`src/rtl/lm_pkg.sv`:
```
package lm_pkg;
    typedef enum logic [1:0] {
        ST_REF_INIT = 2'd0,
        ST_ACQUIRE  = 2'd1,
        ST_LOCKED   = 2'd2
    } lm_state_e;
endpackage

```
`src/rtl/lm_run_tracker.sv`:
```
// Tracks the length of the current run of identical bits and flags a transition.
module lm_run_tracker #(
    parameter int MAX_RUN = 64
) (
    input  logic clk,
    input  logic rst_n,
    input  logic clear,
    input  logic bit_in,
    output logic run_viol,
    output logic toggle
);
    localparam int RUN_W = $clog2(MAX_RUN + 2);

    logic             prev_q;
    logic             have_q;
    logic [RUN_W-1:0] run_q;
    logic [RUN_W-1:0] run_next;
    logic             same;

    always_comb begin
        same   = have_q && (bit_in == prev_q);
        toggle = have_q && (bit_in != prev_q);
        if (same) begin
            run_next = (run_q == RUN_W'(MAX_RUN + 1)) ? run_q : run_q + RUN_W'(1);
        end else begin
            run_next = RUN_W'(1);
        end
        run_viol = run_next > RUN_W'(MAX_RUN);
    end

    always_ff @(posedge clk or negedge rst_n) begin
        if (!rst_n) begin
            prev_q <= 1'b0;
            have_q <= 1'b0;
            run_q  <= '0;
        end else if (clear) begin
            prev_q <= 1'b0;
            have_q <= 1'b0;
            run_q  <= '0;
        end else begin
            prev_q <= bit_in;
            have_q <= 1'b1;
            run_q  <= run_next;
        end
    end
endmodule

```
`src/rtl/lm_density_window.sv`:
```
// Counts transitions in back-to-back windows and flags a sparse window on its last bit.
module lm_density_window #(
    parameter int WIN_BITS  = 100,
    parameter int MIN_TRANS = 12
) (
    input  logic clk,
    input  logic rst_n,
    input  logic clear,
    input  logic toggle,
    output logic dens_viol
);
    localparam int WIN_W = $clog2(WIN_BITS);
    localparam int TR_W  = $clog2(WIN_BITS + 1);

    logic [WIN_W-1:0] win_q;
    logic [TR_W-1:0]  trans_q;
    logic [TR_W-1:0]  trans_total;
    logic             win_last;

    always_comb begin
        trans_total = trans_q + TR_W'(toggle);
        win_last    = (win_q == WIN_W'(WIN_BITS - 1));
        dens_viol   = win_last && (trans_total < TR_W'(MIN_TRANS));
    end

    always_ff @(posedge clk or negedge rst_n) begin
        if (!rst_n) begin
            win_q   <= '0;
            trans_q <= '0;
        end else if (clear || win_last) begin
            win_q   <= '0;
            trans_q <= '0;
        end else begin
            win_q   <= win_q + WIN_W'(1);
            trans_q <= trans_total;
        end
    end
endmodule

```
`src/rtl/lm_lock_fsm.sv`:
```
// Reference-hold / acquire / locked sequencing with registered outputs.
module lm_lock_fsm
    import lm_pkg::*;
#(
    parameter int INIT_CYCLES = 10_625_000,
    parameter int ACQ_BITS    = 250
) (
    input  logic clk,
    input  logic rst_n,
    input  logic force_ref_n,
    input  logic run_viol,
    input  logic dens_viol,
    output logic stats_clear,
    output logic locked,
    output logic sel_data
);
    localparam int INIT_W = $clog2(INIT_CYCLES + 1);
    localparam int ACQ_W  = $clog2(ACQ_BITS + 1);

    lm_state_e         state_q;
    lm_state_e         state_next;
    logic [INIT_W-1:0] init_q;
    logic [ACQ_W-1:0]  acq_q;
    logic              active;
    logic              viol;

    always_comb begin
        active      = (state_q == ST_ACQUIRE) || (state_q == ST_LOCKED);
        stats_clear = !active;
        viol        = active && (run_viol || dens_viol);
        state_next  = state_q;
        unique case (state_q)
            ST_REF_INIT: begin
                if (init_q == INIT_W'(INIT_CYCLES - 1)) state_next = ST_ACQUIRE;   // init_done
            end
            ST_ACQUIRE: begin
                if (viol)                              state_next = ST_REF_INIT; // violation
                else if (acq_q == ACQ_W'(ACQ_BITS - 1)) state_next = ST_LOCKED;  // acq_done
            end
            ST_LOCKED: begin
                if (viol) state_next = ST_REF_INIT;                              // violation
            end
            default: state_next = ST_REF_INIT;
        endcase
        if (!force_ref_n) state_next = ST_REF_INIT;                              // forced
    end

    // State register
    always_ff @(posedge clk or negedge rst_n) begin
        if (!rst_n) state_q <= ST_REF_INIT;
        else        state_q <= state_next;
    end

    // Holding and acquisition counters
    always_ff @(posedge clk or negedge rst_n) begin
        if (!rst_n) begin
            init_q <= '0;
            acq_q  <= '0;
        end else begin
            init_q <= (state_q == ST_REF_INIT && force_ref_n) ? init_q + INIT_W'(1) : '0;
            acq_q  <= (state_q == ST_ACQUIRE) ? acq_q + ACQ_W'(1) : '0;
        end
    end

    // Outputs registered from the next state
    always_ff @(posedge clk or negedge rst_n) begin
        if (!rst_n) begin
            locked   <= 1'b0;
            sel_data <= 1'b0;
        end else begin
            locked   <= (state_next == ST_LOCKED);
            sel_data <= (state_next != ST_REF_INIT);
        end
    end
endmodule

```
`src/rtl/serial_lock_monitor.sv`:
```
module serial_lock_monitor #(
    parameter int INIT_CYCLES = 10_625_000,
    parameter int ACQ_BITS    = 250,
    parameter int MAX_RUN     = 64,
    parameter int WIN_BITS    = 100,
    parameter int MIN_TRANS   = 12
) (
    input  logic clk,
    input  logic rst_n,
    input  logic data_in,
    input  logic force_ref_n,
    output logic locked,
    output logic sel_data
);
    logic stats_clear;
    logic run_viol;
    logic dens_viol;
    logic toggle;

    lm_run_tracker #(.MAX_RUN(MAX_RUN)) u_run (
        .clk      (clk),
        .rst_n    (rst_n),
        .clear    (stats_clear),
        .bit_in   (data_in),
        .run_viol (run_viol),
        .toggle   (toggle)
    );

    lm_density_window #(.WIN_BITS(WIN_BITS), .MIN_TRANS(MIN_TRANS)) u_dens (
        .clk       (clk),
        .rst_n     (rst_n),
        .clear     (stats_clear),
        .toggle    (toggle),
        .dens_viol (dens_viol)
    );

    lm_lock_fsm #(.INIT_CYCLES(INIT_CYCLES), .ACQ_BITS(ACQ_BITS)) u_fsm (
        .clk         (clk),
        .rst_n       (rst_n),
        .force_ref_n (force_ref_n),
        .run_viol    (run_viol),
        .dens_viol   (dens_viol),
        .stats_clear (stats_clear),
        .locked      (locked),
        .sel_data    (sel_data)
    );
endmodule

```
`config.mk`:
```
export PLATFORM = sky130hd
export DESIGN_NAME = serial_lock_monitor
export DESIGN_NICKNAME = d
export VERILOG_FILES = /design/src/rtl/lm_pkg.sv /design/src/rtl/lm_run_tracker.sv /design/src/rtl/lm_density_window.sv /design/src/rtl/lm_lock_fsm.sv /design/src/rtl/serial_lock_monitor.sv
export SDC_FILE = /design/constraint.sdc
export NUM_CORES = 1
export LEC_CHECK = 0
export BUFFER_PORTS_ARGS = -buffer_cell sky130_fd_sc_hd__buf_2
export CORE_ASPECT_RATIO = 0.6
export CORE_MARGIN = 2
export CORE_UTILIZATION = 55
export DETAILED_ROUTE_END_ITERATION = 16
export PLACE_DENSITY = 0.71
export SKIP_CTS_REPAIR_TIMING = 1
export SLEW_MARGIN = 0
export SYNTH_ARGS = -nofsm -noshare
export SYNTH_HDL_FRONTEND = slang
export SYNTH_HIERARCHICAL = 1
export SYNTH_SLANG_ARGS = --single-unit
```
`constraint.sdc`:
```
create_clock -name clk -period 3.55 [get_ports clk]
set_input_delay 0.71 -clock clk [delete_from_list [all_inputs] [get_ports clk]]
set_output_delay 0.71 -clock clk [all_outputs]
set_load 0.005 [all_outputs]
```
==> results of run 1 <==
## cell usage in the layout, fill, tap and decap left out, drive strengths merged, types with 8 or more instances in the layout
master  Yosys  layout
ha         12      12
dfrtp      59      59
a21oi       8       8
nand2      23      23
nor3        9       9
clkbuf      6      11
nor2       43      43
xor2        9       9
xnor2      23      23
inv        14      14
nand3      18      18
## power by group through the flow
stage	combinational, W	sequential [W]	clock (W)
global route	0.0000368	0.000678	0.000798
global placement	0.0000317	0.000690	0
detailed placement	0.0000322	0.000691	0
floorplan	0.0000127	0.000690	0
CTS	0.0000322	0.000678	0.000760
finish	0.0000307	0.000678	0.000748
## kinds of logic after synthesis
| kind of cell | after synthesis | synth area share (%) |
|---|---|---|
| xor+xnor | 32 | 9.00 |
| fa+ha+maj | 12 | 4.82 |
| compound gates | 44 | 10.4 |
| simple gates | 146 | 25.1 |
| flops | 59 | 47.4 |
| mux | 1 | 0.322 |
| buf+inv | 22 | 2.93 |
## area by class of cell
type	instances	area [um^2]
Clock buffer	11	141
Multi-Input combinational cell	235	1550
Timing Repair Buffer	6	32.5
Inverter	14	52.6
Clock inverter	5	100
Fill cell	453	2080
Tap cell	69	86.3
Sequential cell	59	1480
## Yosys cell counts, types with 2 or more instances
cell type	instances	area share, %
ha_1	12	4.8
xor2_1	9	2.5
o21ai_0	6	0.96
or4_1	2	0.48
and2_1	7	1.4
nor4_1	4	0.80
a31o_2	2	0.56
xnor2_1	23	6.5
nor3_1	9	1.4
and3_1	7	1.4
o21a_1	4	0.96
a21oi_1	8	1.3
a31oi_1	4	0.80
nand2b_1	3	0.60
clkbuf_1	6	0.72
and4_1	3	0.84
dfrtp_1	59	47
and3b_1	2	0.56
nand3_1	18	2.9
inv_1	14	1.7
nand4_1	4	0.80
or3_4	2	0.72
o21ba_2	2	0.64
o31ai_1	2	0.48
nand2_1	23	2.8
a211oi_1	3	0.72
a41o_1	4	1.3
nor2_1	43	5.2
nor2b_1	5	1.0
or3_1	5	1.0
## metal layers
layer  GRT usage (%)  vias up
met3            7.55        6
met4            6.59        0
li1                -     1124
met2            27.1       36
met5               0        -
met1            32.8     1045
## sequential cells by signal, summed over array words and instances, names as in the netlist
register / flops
u_fsm/sel_data: 1
u_fsm/acq_q: 8
u_fsm/state_q: 2
u_fsm/locked: 1
u_run/prev_q: 1
u_dens/trans_q: 7
u_fsm/init_q: 24
u_dens/win_q: 7
u_run/run_q: 7
u_run/have_q: 1
## per-stage QoR
stage | setup slack [ns] | utilization (%) | cell area, um^2 | hold WS (ns) | cells
finish | 0.534 | 62.2 | 3430 | 0.225 | 399
global route | 0.290 | 62.2 | 3430 | 0.220 | 399
CTS | 0.609 | 62.2 | 3430 | 0.219 | 399
detailed placement | 0.232 | 57.9 | 3190 | 0.452 | 383
global placement | 0.374 | 57.9 | 3190 | 0.442 | 383
floorplan | 0.644 | - | 3110 | 0.414 | 316
## critical path, delay by kind of cell
family                   cells  cell delay, ns
buffers and inverters        1            0.11
AO/OA/AOI/OAI                6            1.36
adder cells (fa/ha/maj)      2            0.45
AND/OR/NAND/NOR              3            0.39
XOR/XNOR                     1            0.22
## final timing paths
check,startpoint,endpoint,slack [ns],depth (start not counted)
max,data_in,u_fsm/locked,0.53,13
min,rst_n,u_fsm/init_q[23],0.23,1
max reg2reg,u_run/prev_q,u_fsm/locked,0.62,12
min reg2reg,u_dens/win_q[0],u_dens/win_q[0],0.45,1
max in group asynchronous,rst_n,u_run/run_q[0],2.45,2
min in group clk,u_dens/win_q[0],u_dens/win_q[0],0.45,1
==> summary.md, run 1 <==
| Metric | Value |
|---|---|
| Core ar. | 0.00552 mm^2 |
| Largest net degree at the start of global routing | 50 |
| Clock Power Share | 51.3% |
| P_sw | 0.000291 W |
| Number of setup violations in the final report | 0 |
| Design Power | 0.00146 W |
| Fin Setup TNS | 0 ns |
| Post-synth EDFFs | 0 |
| CP Class | in -> reg |
| Initial core utilization | 56.4% |
| First-pass GRT wire length | 10200 um |
| Worst-Skew Late Latency | 0.34 ns |
| Clk root buf | clkbuf_8 |
| N_diodes | 0 |
| Synth warnings | 6 |
| Crit-path max FO | 4 |
| DR pass1 iterations | 4 |
| Via count | 2211 |
| HP Class | in -> async |
| Met3 WL | 262 um |
| Flop pwr share | 46.6% |
| Critical path required time | 3.78 ns |
| Rows | 21 |
| Max Fclk | 0.332 GHz |
| Met2 wire len | 2240 um |
| Via density | 5.54 |
| Grt ovf | 0 |
| Slew @ Worst Pin | 0.768 ns |
| Worst path slowest cell | o311ai_0 |
| Syn Nets | 332 |
| Status | completed |
| Crit path largest cell delay | 0.52 ns |
| Ys flop type | dfrtp_1 |
| Die area | 0.00630 mm^2 |
| Final HPWL from detailed placement | 3920 um |
| Final slew viol count | 0 |
| Nets | 341 |
| Clock Pin Slew Worst Setup and Hold Paths | 0.07 ns |
| Antenna Nets Post-Route | 0 |
| # DRC | 0 |
| Final Cycle Share | 84.9% |
| CTS sink count | 59 |
| Post-layout min period | 3.02 ns |
| Final Hold Viols | 0 |
| Max Root-Sink Buffers | 2 |
| Total CTS buffers | 9 |
| Htree depth | 3 |
| Routed WL per cell | 14.5 um |
| Setup crit start kind | input pin |
| Cells along the critical path | buf_2 > xnor2_1 > nor2b_1 > ha_1 > ha_1 > nand2b_1 > o21ai_2 > a211oi_1 > and4_1 > o21ai_0 > o21a_1 > o311ai_0 > o21ba_2 |
| Mapped cell area | 0.00311 mm^2 |
| Die width | 101 um |
| Power Dens Cells | 424 mW/mm^2 |
| Uppermost routed layer | met4 |
| Metal1 wirelength | 3210 um |
| Gate Count Post-Synth | 316 |
| CTS tree | yes |
| Clock skew | 0.00986 ns |
| Sequential cell area fraction in the yosys report | 47.4% |
| Most frequent cell on the critical path | ha_1 |
| Height of the die | 62.3 um |
| Aggregate routed wire length | 5780 um |
| Number of buffers added on ports | 5 |
| Layout cells sized above 1 | 9.70% |
| Int Pwr | 0.00117 W |
| Switch share | 20.0% |
| Unrepaired setup endpoints after global routing | no |
| VDD IR-drop max | 0.000199 V |
| CP Data Arrival Time | 3.24 ns |
| Layout area overhead | 10.3% |
| Initial antenna violation count | 0 |
| Iter 0 DRT Violations | 100 |
| GPL Wtd Cong | 0.780 |
| Tot GR Track Use | 21.1% |
| Number of global-route vias before repair | 2137 |
| #FFs+latches synth | 59 |
| I/O pin count | 6 |
| Max cap viols | 0 |
| Distinct cells, synth | 51 |
| Leakage | 1.52 nW |
| Max transition margin | 48.7% |
| Synth async-reset ratio | 100% |
| Power share of the combinational group | 2.1% |
| Endpoint class of the critical path | flip-flop |
| Syn Area/Cell | 9.85 um^2 |
Power figures use the tool's default switching activity.
==> run 2: changes to the inputs <==
--- a/config.mk
+++ b/config.mk
@@ -10,7 +10,7 @@
 export CORE_MARGIN = 2
 export CORE_UTILIZATION = 55
 export DETAILED_ROUTE_END_ITERATION = 16
-export PLACE_DENSITY = 0.71
+export PLACE_DENSITY = 0.74
 export SKIP_CTS_REPAIR_TIMING = 1
 export SLEW_MARGIN = 0
 export SYNTH_ARGS = -nofsm -noshare
==> constraint.sdc (replaced) <==
create_clock -name clk -period 2.6 [get_ports clk]
set_input_delay 0.52 -clock clk [delete_from_list [all_inputs] [get_ports clk]]
set_output_delay 0.52 -clock clk [all_outputs]
set_load 0.005 [all_outputs]
==> run 2 against run 1 <==
- clock skew is 0.0018 ns lower
- combinational power grew 55%
- global-route usage rose by 0.49 points
- final area grew 1.4%
- worst setup slack worse by 0.37 ns
- via count rose by 3.7%
- die area did not move
- sequential cell count is the same
- critical path type is now reg -> reg
- largest power group is now registers
==> summary.md, run 2 (synthesized netlist as in run 1, its figures left out) <==
| Metric | Value |
|---|---|
| DR pass1 iterations | 4 (unchanged) |
| Final Hold Viols | 0 (unchanged) |
| Most frequent cells in the layout | 59 x dfrtp_1, 43 x nor2_1, 23 x nand2_1 |
| Height of the die | 62.3 um (unchanged) |
| Hold WS | 0.116 ns (-0.109 ns) |
| Core ar. | 0.00552 mm^2 (unchanged) |
| Iter 0 DRT Violations | 103 (+3.0%) |
| Register area | 0.00148 mm^2 (unchanged) |
| Nets | 348 (+2.1%) |
| Final slew viol count | 0 (unchanged) |
| Tot GR Track Use | 21.6% (+0.49 points) |
| Max Root-Sink Buffers | 2 (unchanged) |
| Worst path slowest cell | dfrtp_1 |
| Total CTS buffers | 9 (unchanged) |
| Placed Cells | 390 (+1.8%) |
| Fill cell count | 454 (+0.22%) |
| Number of buffers added on ports | 5 (unchanged) |
| Largest net degree at the start of global routing | 23 (-54%) |
| Initial antenna violation count | 0 (unchanged) |
| N_diodes | 0 (unchanged) |
| Number of global-route vias before repair | 2297 (+7.5%) |
| Cells along the critical path | xnor2_2 > nor2b_1 > ha_2 > ha_4 > nand2b_4 > o21ai_2 > a211oi_2 > and4_1 > o21ai_2 > o21a_1 > o311ai_4 > o21ba_2 |
| Commonest non-fill, non-tap cell in the layout | dfrtp_1 |
| HP Class | in -> async |
| Status | completed |
| Final Cycle Share | 93.5% |
| First-pass GRT wire length | 10500 um (+3.0%) |
| Leakage | 1.52 nW (+0.17%) |
| Via count | 2293 (+3.7%) |
| Top reg by flops | u_fsm/init_q |
| Htree depth | 3 (unchanged) |
| Reg2reg setup slack | 0.17 ns (-0.45 ns) |
| Worst-Skew Late Latency | 0.34 ns (about the same) |
| Crit path largest cell delay | 0.39 ns (-0.13 ns) |
| Die width | 101 um (unchanged) |
| CP Data Arrival Time | 2.66 ns (-0.58 ns) |
| Multi-input logic area | 0.00161 mm^2 (+4.0%) |
| Power Dens Cells | 502 mW/mm^2 (+18%) |
| Antenna Nets Post-Route | 0 (unchanged) |
| Aggregate routed wire length | 6100 um (+5.5%) |
| Rows | 21 (unchanged) |
| Unrepaired setup endpoints after global routing | no |
| VDD IR-drop max | 0.000260 V (+31%) |
| Setup crit start kind | flip-flop |
| Post-layout min period | 2.43 ns |
| Crit-path max FO | 4 (unchanged) |
| Die area | 0.00630 mm^2 (unchanged) |
| CP Class | reg -> reg |
| Largest regs | u_fsm/init_q (24), u_fsm/acq_q (8) |
| Grt ovf | 0 (unchanged) |
| Max reg flops | 24 (unchanged) |
| Layout cells sized above 1 | 13.1% (+3.4 points) |
| I/O pin count | 6 (unchanged) |
| Number of setup violations in the final report | 0 (unchanged) |
| Max transition margin | 50.3% (+1.7 points) |
| Layout area overhead | 11.9% |
| Max Fclk | 0.411 GHz |
| Max cap viols | 0 (unchanged) |
| Slew @ Worst Pin | 0.740 ns (-0.0286 ns) |
| CTS sink count | 59 (unchanged) |
| Post-route cell area | 0.00348 mm^2 (+1.4%) |
| GPL Wtd Cong | 0.844 (+8.2%) |
| Final HPWL from detailed placement | 4280 um (+9.0%) |
| Clk root buf | clkbuf_8 |
| Routed WL per cell | 15.1 um (+4.0%) |
| Critical path required time | 2.83 ns (-0.95 ns) |
| Via density | 5.66 (+2.2%) |
| Clock skew | 0.00801 ns (-0.00185 ns) |
| Initial core utilization | 56.4% (unchanged) |
| CTS tree | yes |
| Clock Pin Slew Worst Setup and Hold Paths | 0.06 ns (about the same) |
| # DRC | 0 (unchanged) |
| Placed inst area | 0.00325 mm^2 (+1.9%) |
| Endpoint class of the critical path | flip-flop |
| Final std cells w/o fill | 405 (+1.5%) |
| Most frequent cell on the critical path | o21ai_2 |
-- run 2: changes by cell type in the layout (fill, tap and decap cells not counted), sizes merged --
cell / change
bufinv: -2
buf: +7
clkbuf: +1
-- run 2: report_power, final --
part           switching, W  leakage [nW]  internal [W]
combinational     0.0000341         0.611     0.0000134
clock              0.000341        0.0902      0.000435
sequential       0.00000422         0.822      0.000922
total              0.000379          1.52       0.00137
-- run 2: routing by layer --
metal | part of all wire (%) | up-vias | track usage [%] | wire (um)
met3 | 6.0 | 6 | 7.88 | 368
met4 | 0.95 | 0 | 6.08 | 58
li1 | - | 1139 | - | -
met2 | 43 | 46 | 30.7 | 2620
met5 | 0 | - | 0 | 0
met1 | 50 | 1102 | 31.0 | 3050
-- run 2: critical path: cells and delay by family, from the launching register on --
kind	cells	cell delay [ns]
AND/OR/NAND/NOR	3	0.48
AO/OA/AOI/OAI	6	0.92
flip-flops	1	0.39
XOR/XNOR	1	0.14
adder cells (fa/ha/maj)	2	0.38
-- run 2: cell type report --
class / count / area share [%]
multi-input cells: 235 / 46.1
flip-flops and latches: 59 / 42.4
clock buffers: 12 / 3.88
well taps: 69 / 2.48
repair buffers: 13 / 2.44
inverters: 14 / 1.51
clock inverters: 3 / 1.15
-- run 2: final timing paths --
path / from / endpoint / cells past startpoint
max: u_run/prev_q / u_fsm/locked / 12
min: rst_n / u_fsm/acq_q[3] / 1
max reg2reg: u_run/prev_q / u_fsm/locked / 12
min reg2reg: u_dens/win_q[0] / u_dens/win_q[0] / 1
max in group asynchronous: rst_n / u_dens/trans_q[4] / 2
min in group clk: u_dens/win_q[0] / u_dens/win_q[0] / 1
-- run 2: through the flow --
step / power (W) / util [%] / setup WS (ns) / setup TNS, ns
after floorplan: 0.000960 / - / 0.0412 / 0
after global placement: 0.000990 / 59.0 / -0.208 / -0.459
after detailed placement: 0.000990 / 59.0 / -0.255 / -0.637
after CTS: 0.00178 / 62.1 / -0.00261 / -0.00261
after global routing: 0.00183 / 63.1 / 0.0294 / 0
final: 0.00175 / 63.1 / 0.168 / 0
==> run 3: changes to the inputs <==
--- a/config.mk
+++ b/config.mk
@@ -5,12 +5,12 @@
 export SDC_FILE = /design/constraint.sdc
 export NUM_CORES = 1
 export LEC_CHECK = 0
-export BUFFER_PORTS_ARGS = -buffer_cell sky130_fd_sc_hd__buf_2
 export CORE_ASPECT_RATIO = 0.6
 export CORE_MARGIN = 2
 export CORE_UTILIZATION = 55
 export DETAILED_ROUTE_END_ITERATION = 16
-export PLACE_DENSITY = 0.74
+export DONT_BUFFER_PORTS = 1
+export PLACE_DENSITY = 0.73
 export SKIP_CTS_REPAIR_TIMING = 1
 export SLEW_MARGIN = 0
 export SYNTH_ARGS = -nofsm -noshare
==> run 3 against run 2 <==
- register-to-register slack got worse by 0.06 ns
- sequential share of layout area increased by 0.11 points
- die area unchanged
- critical path type unchanged
- count of clock-buffer cells in the layout decreased by 1
- combinational power decreased by 6.5%
- non-clock buffer count decreased by 7
==> summary.md, run 3 (synthesized netlist as in run 1, its figures left out) <==
| Metric | Value |
|---|---|
| N_diodes | 0 (unchanged) |
| Via count | 2242 (-2.2%) |
| # DRC | 0 (unchanged) |
| Total CTS buffers | 9 (unchanged) |
| Cells along the critical path | xnor2_2 > nor2b_1 > ha_1 > ha_2 > buf_4 > nand2_1 > nor2_1 > xnor2_1 > and4_1 > o21ai_2 > o21a_1 > o311ai_2 > o21ba_2 |
| Routed WL per cell | 14.6 um (-2.9%) |
| Worst reg2reg path depth | 13 (+1) |
| Metal1 wirelength | 3130 um (+2.5%) |
| Family with the most delay on the worst path | compound AO/OA/AOI/OAI gates |
| Unrepaired setup endpoints after global routing | yes |
| Switch share | 20.9% (-0.82 points) |
| Status | completed |
| HP Class | in -> async |
| Max cap viols | 0 (unchanged) |
| CTS tree | yes |
| Iter 0 DRT Violations | 151 (+47%) |
| Antenna Nets Post-Route | 0 (unchanged) |
| Max reg flops | 24 (unchanged) |
| Nets | 341 (-2.0%) |
| Core Util, Final | 62.9% (-0.16 points) |
| P_sw | 0.000388 W (+2.3%) |
| Crit path largest cell delay | 0.39 ns (about the same) |
| Max transition margin | 49.8% (-0.49 points) |
| Number of global-route vias before repair | 2250 (-2.0%) |
| Grt ovf | 0 (unchanged) |
| Int Pwr | 0.00147 W (+7.4%) |
| Core ar. | 0.00552 mm^2 (unchanged) |
| Clk root buf | clkbuf_8 |
| Max Root-Sink Buffers | 2 (unchanged) |
| Final WS setup | 0.112 ns (-0.0559 ns) |
| Power share of the combinational group | 2.4% (-0.3 points) |
| Initial antenna violation count | 0 (unchanged) |
| Clock Power Share | 47.8% (+3.5 points) |
| Fin Setup TNS | 0 ns (unchanged) |
| Power Dens Cells | 535 mW/mm^2 (+6.6%) |
| Layout area overhead | 11.6% |
| Worst r2r src | u_run/prev_q |
| Post-layout min period | 2.49 ns (+0.0559 ns) |
| Commonest non-fill, non-tap cell in the layout | dfrtp_1 |
| RR Endpoint | u_fsm/locked |
| Number of buffers added on ports | 0 (-5) |
| CP Data Arrival Time | 2.71 ns (+0.05 ns) |
| Largest regs | u_fsm/init_q (24), u_fsm/acq_q (8) |
| Die width | 101 um (unchanged) |
| Tot GR Track Use | 21.2% (-0.37 points) |
| Hold WS | 0.0352 ns (-0.0812 ns) |
| CP Class | reg -> reg |
| First-pass GRT wire length | 10400 um (-0.92%) |
| Final Cycle Share | 95.7% (+2.1 points) |
| Final Hold Viols | 0 (unchanged) |
| Slew @ Worst Pin | 0.751 ns (+0.0112 ns) |
| Die area | 0.00630 mm^2 (unchanged) |
| Aggregate routed wire length | 5830 um (-4.3%) |
| Design Power | 0.00186 W (+6.3%) |
| Buf+Inv Stages, Crit Path | 1 (+1) |
| Clock Pin Slew Worst Setup and Hold Paths | 0.07 ns (about the same) |
| Met2 wire len | 2400 um (-8.1%) |
| Crit-path max FO | 3 (-1) |
| Final slew viol count | 0 (unchanged) |
| Max Fclk | 0.402 GHz (-2.2%) |
| DP Worst Slack | -0.119 ns (+0.137 ns) |
| Largest net degree at the start of global routing | 60 (+160%) |
| Layout cells sized above 1 | 11.5% (-1.6 points) |
| Rows | 21 (unchanged) |
| GPL Wtd Cong | 0.860 (+1.9%) |
| Clock skew | 0.0108 ns (+0.00283 ns) |
| Top reg by flops | u_fsm/init_q |
| Endpoint class of the critical path | flip-flop |
| Reg2reg setup slack | 0.11 ns (-0.06 ns) |
| DR pass1 iterations | 4 (unchanged) |
| Most frequent cells in the layout | 59 x dfrtp_1, 43 x nor2_1, 23 x nand2_1 |
| Flop pwr share | 49.8% (-3.1 points) |
| Worst path slowest cell | dfrtp_1 |
| Via density | 5.62 (-0.75%) |
| Critical path required time | 2.82 ns (about the same) |
| Number of setup violations in the final report | 0 (unchanged) |
| I/O pin count | 6 (unchanged) |
| Fill cell count | 459 (+1.1%) |
| CTS sink count | 59 (unchanged) |
| Final HPWL from detailed placement | 4010 um (-6.2%) |
| Worst-Skew Late Latency | 0.34 ns (about the same) |
| Met3 WL | 248 um (-33%) |
| Height of the die | 62.3 um (unchanged) |
| Initial core utilization | 56.4% (unchanged) |
| Htree depth | 3 (unchanged) |
| VDD IR-drop max | 0.000331 V (+27%) |
| Setup crit start kind | flip-flop |
| Leakage | 1.51 nW (-0.53%) |
| Uppermost routed layer | met4 |
==> run 3: changes by cell type in the layout (fill, tap and decap cells not counted), sizes merged <==
cell      before  now
bufinv         1    2
buf           13    6
clkinvlp       0    1
clkbuf        12   11
==> run 3: routing by layer <==
layer | global-route usage [%] | vias to the layer above
met4 | 8.28 | 0
met2 | 28.7 | 37
li1 | - | 1130
met1 | 31.6 | 1071
met5 | 0 | -
met3 | 6.42 | 4
==> run 3: worst max path at each step <==
stage,start,to,slack [ns],cells after the start
finish,u_run/prev_q,u_fsm/locked,0.11,13
global route,u_run/prev_q,u_fsm/locked,-0.03,13
CTS,u_run/prev_q,u_fsm/locked,-0.01,13
detailed placement,data_in,u_fsm/locked,-0.12,12
global placement,data_in,u_fsm/locked,-0.06,12
floorplan,data_in,u_fsm/locked,0.04,12
==> run 3: area by class of cell <==
class	instances	area, um^2	area share [%]
Tap cell	69	86.3	2.49
Clock buffer	11	131	3.78
Sequential cell	59	1480	42.5
Clock inverter	5	77.6	2.23
Multi-Input combinational cell	235	1580	45.6
Timing Repair Buffer	6	65.1	1.87
Inverter	14	52.6	1.51
==> run 3: power by group through the flow <==
stage	clock, W	combinational, W	sequential (W)
2_1_floorplan	0	0.0000175	0.000942
3_3_place_gp	0	0.0000221	0.000943
3_5_place_dp	0	0.0000219	0.000943
4_1_cts	0.000914	0.0000225	0.000926
5_1_grt	0.000955	0.0000525	0.000926
6_report	0.000890	0.0000444	0.000926
==> run 3: worst register-to-register path, delay by kind of cell, from the launching register on <==
kind,cells,cell delay [ns]
compound gates,4,0.69
xor+xnor,2,0.29
fa+ha+maj,2,0.38
buf+inv,1,0.11
flops,1,0.39
simple gates,4,0.51
==> run 3: through the flow <==
step | area, um^2 | cells
after global routing | 3470 | 399
after detailed placement | 3210 | 382
after CTS | 3410 | 398
after global placement | 3210 | 382
final | 3470 | 399
after floorplan | 3120 | 316
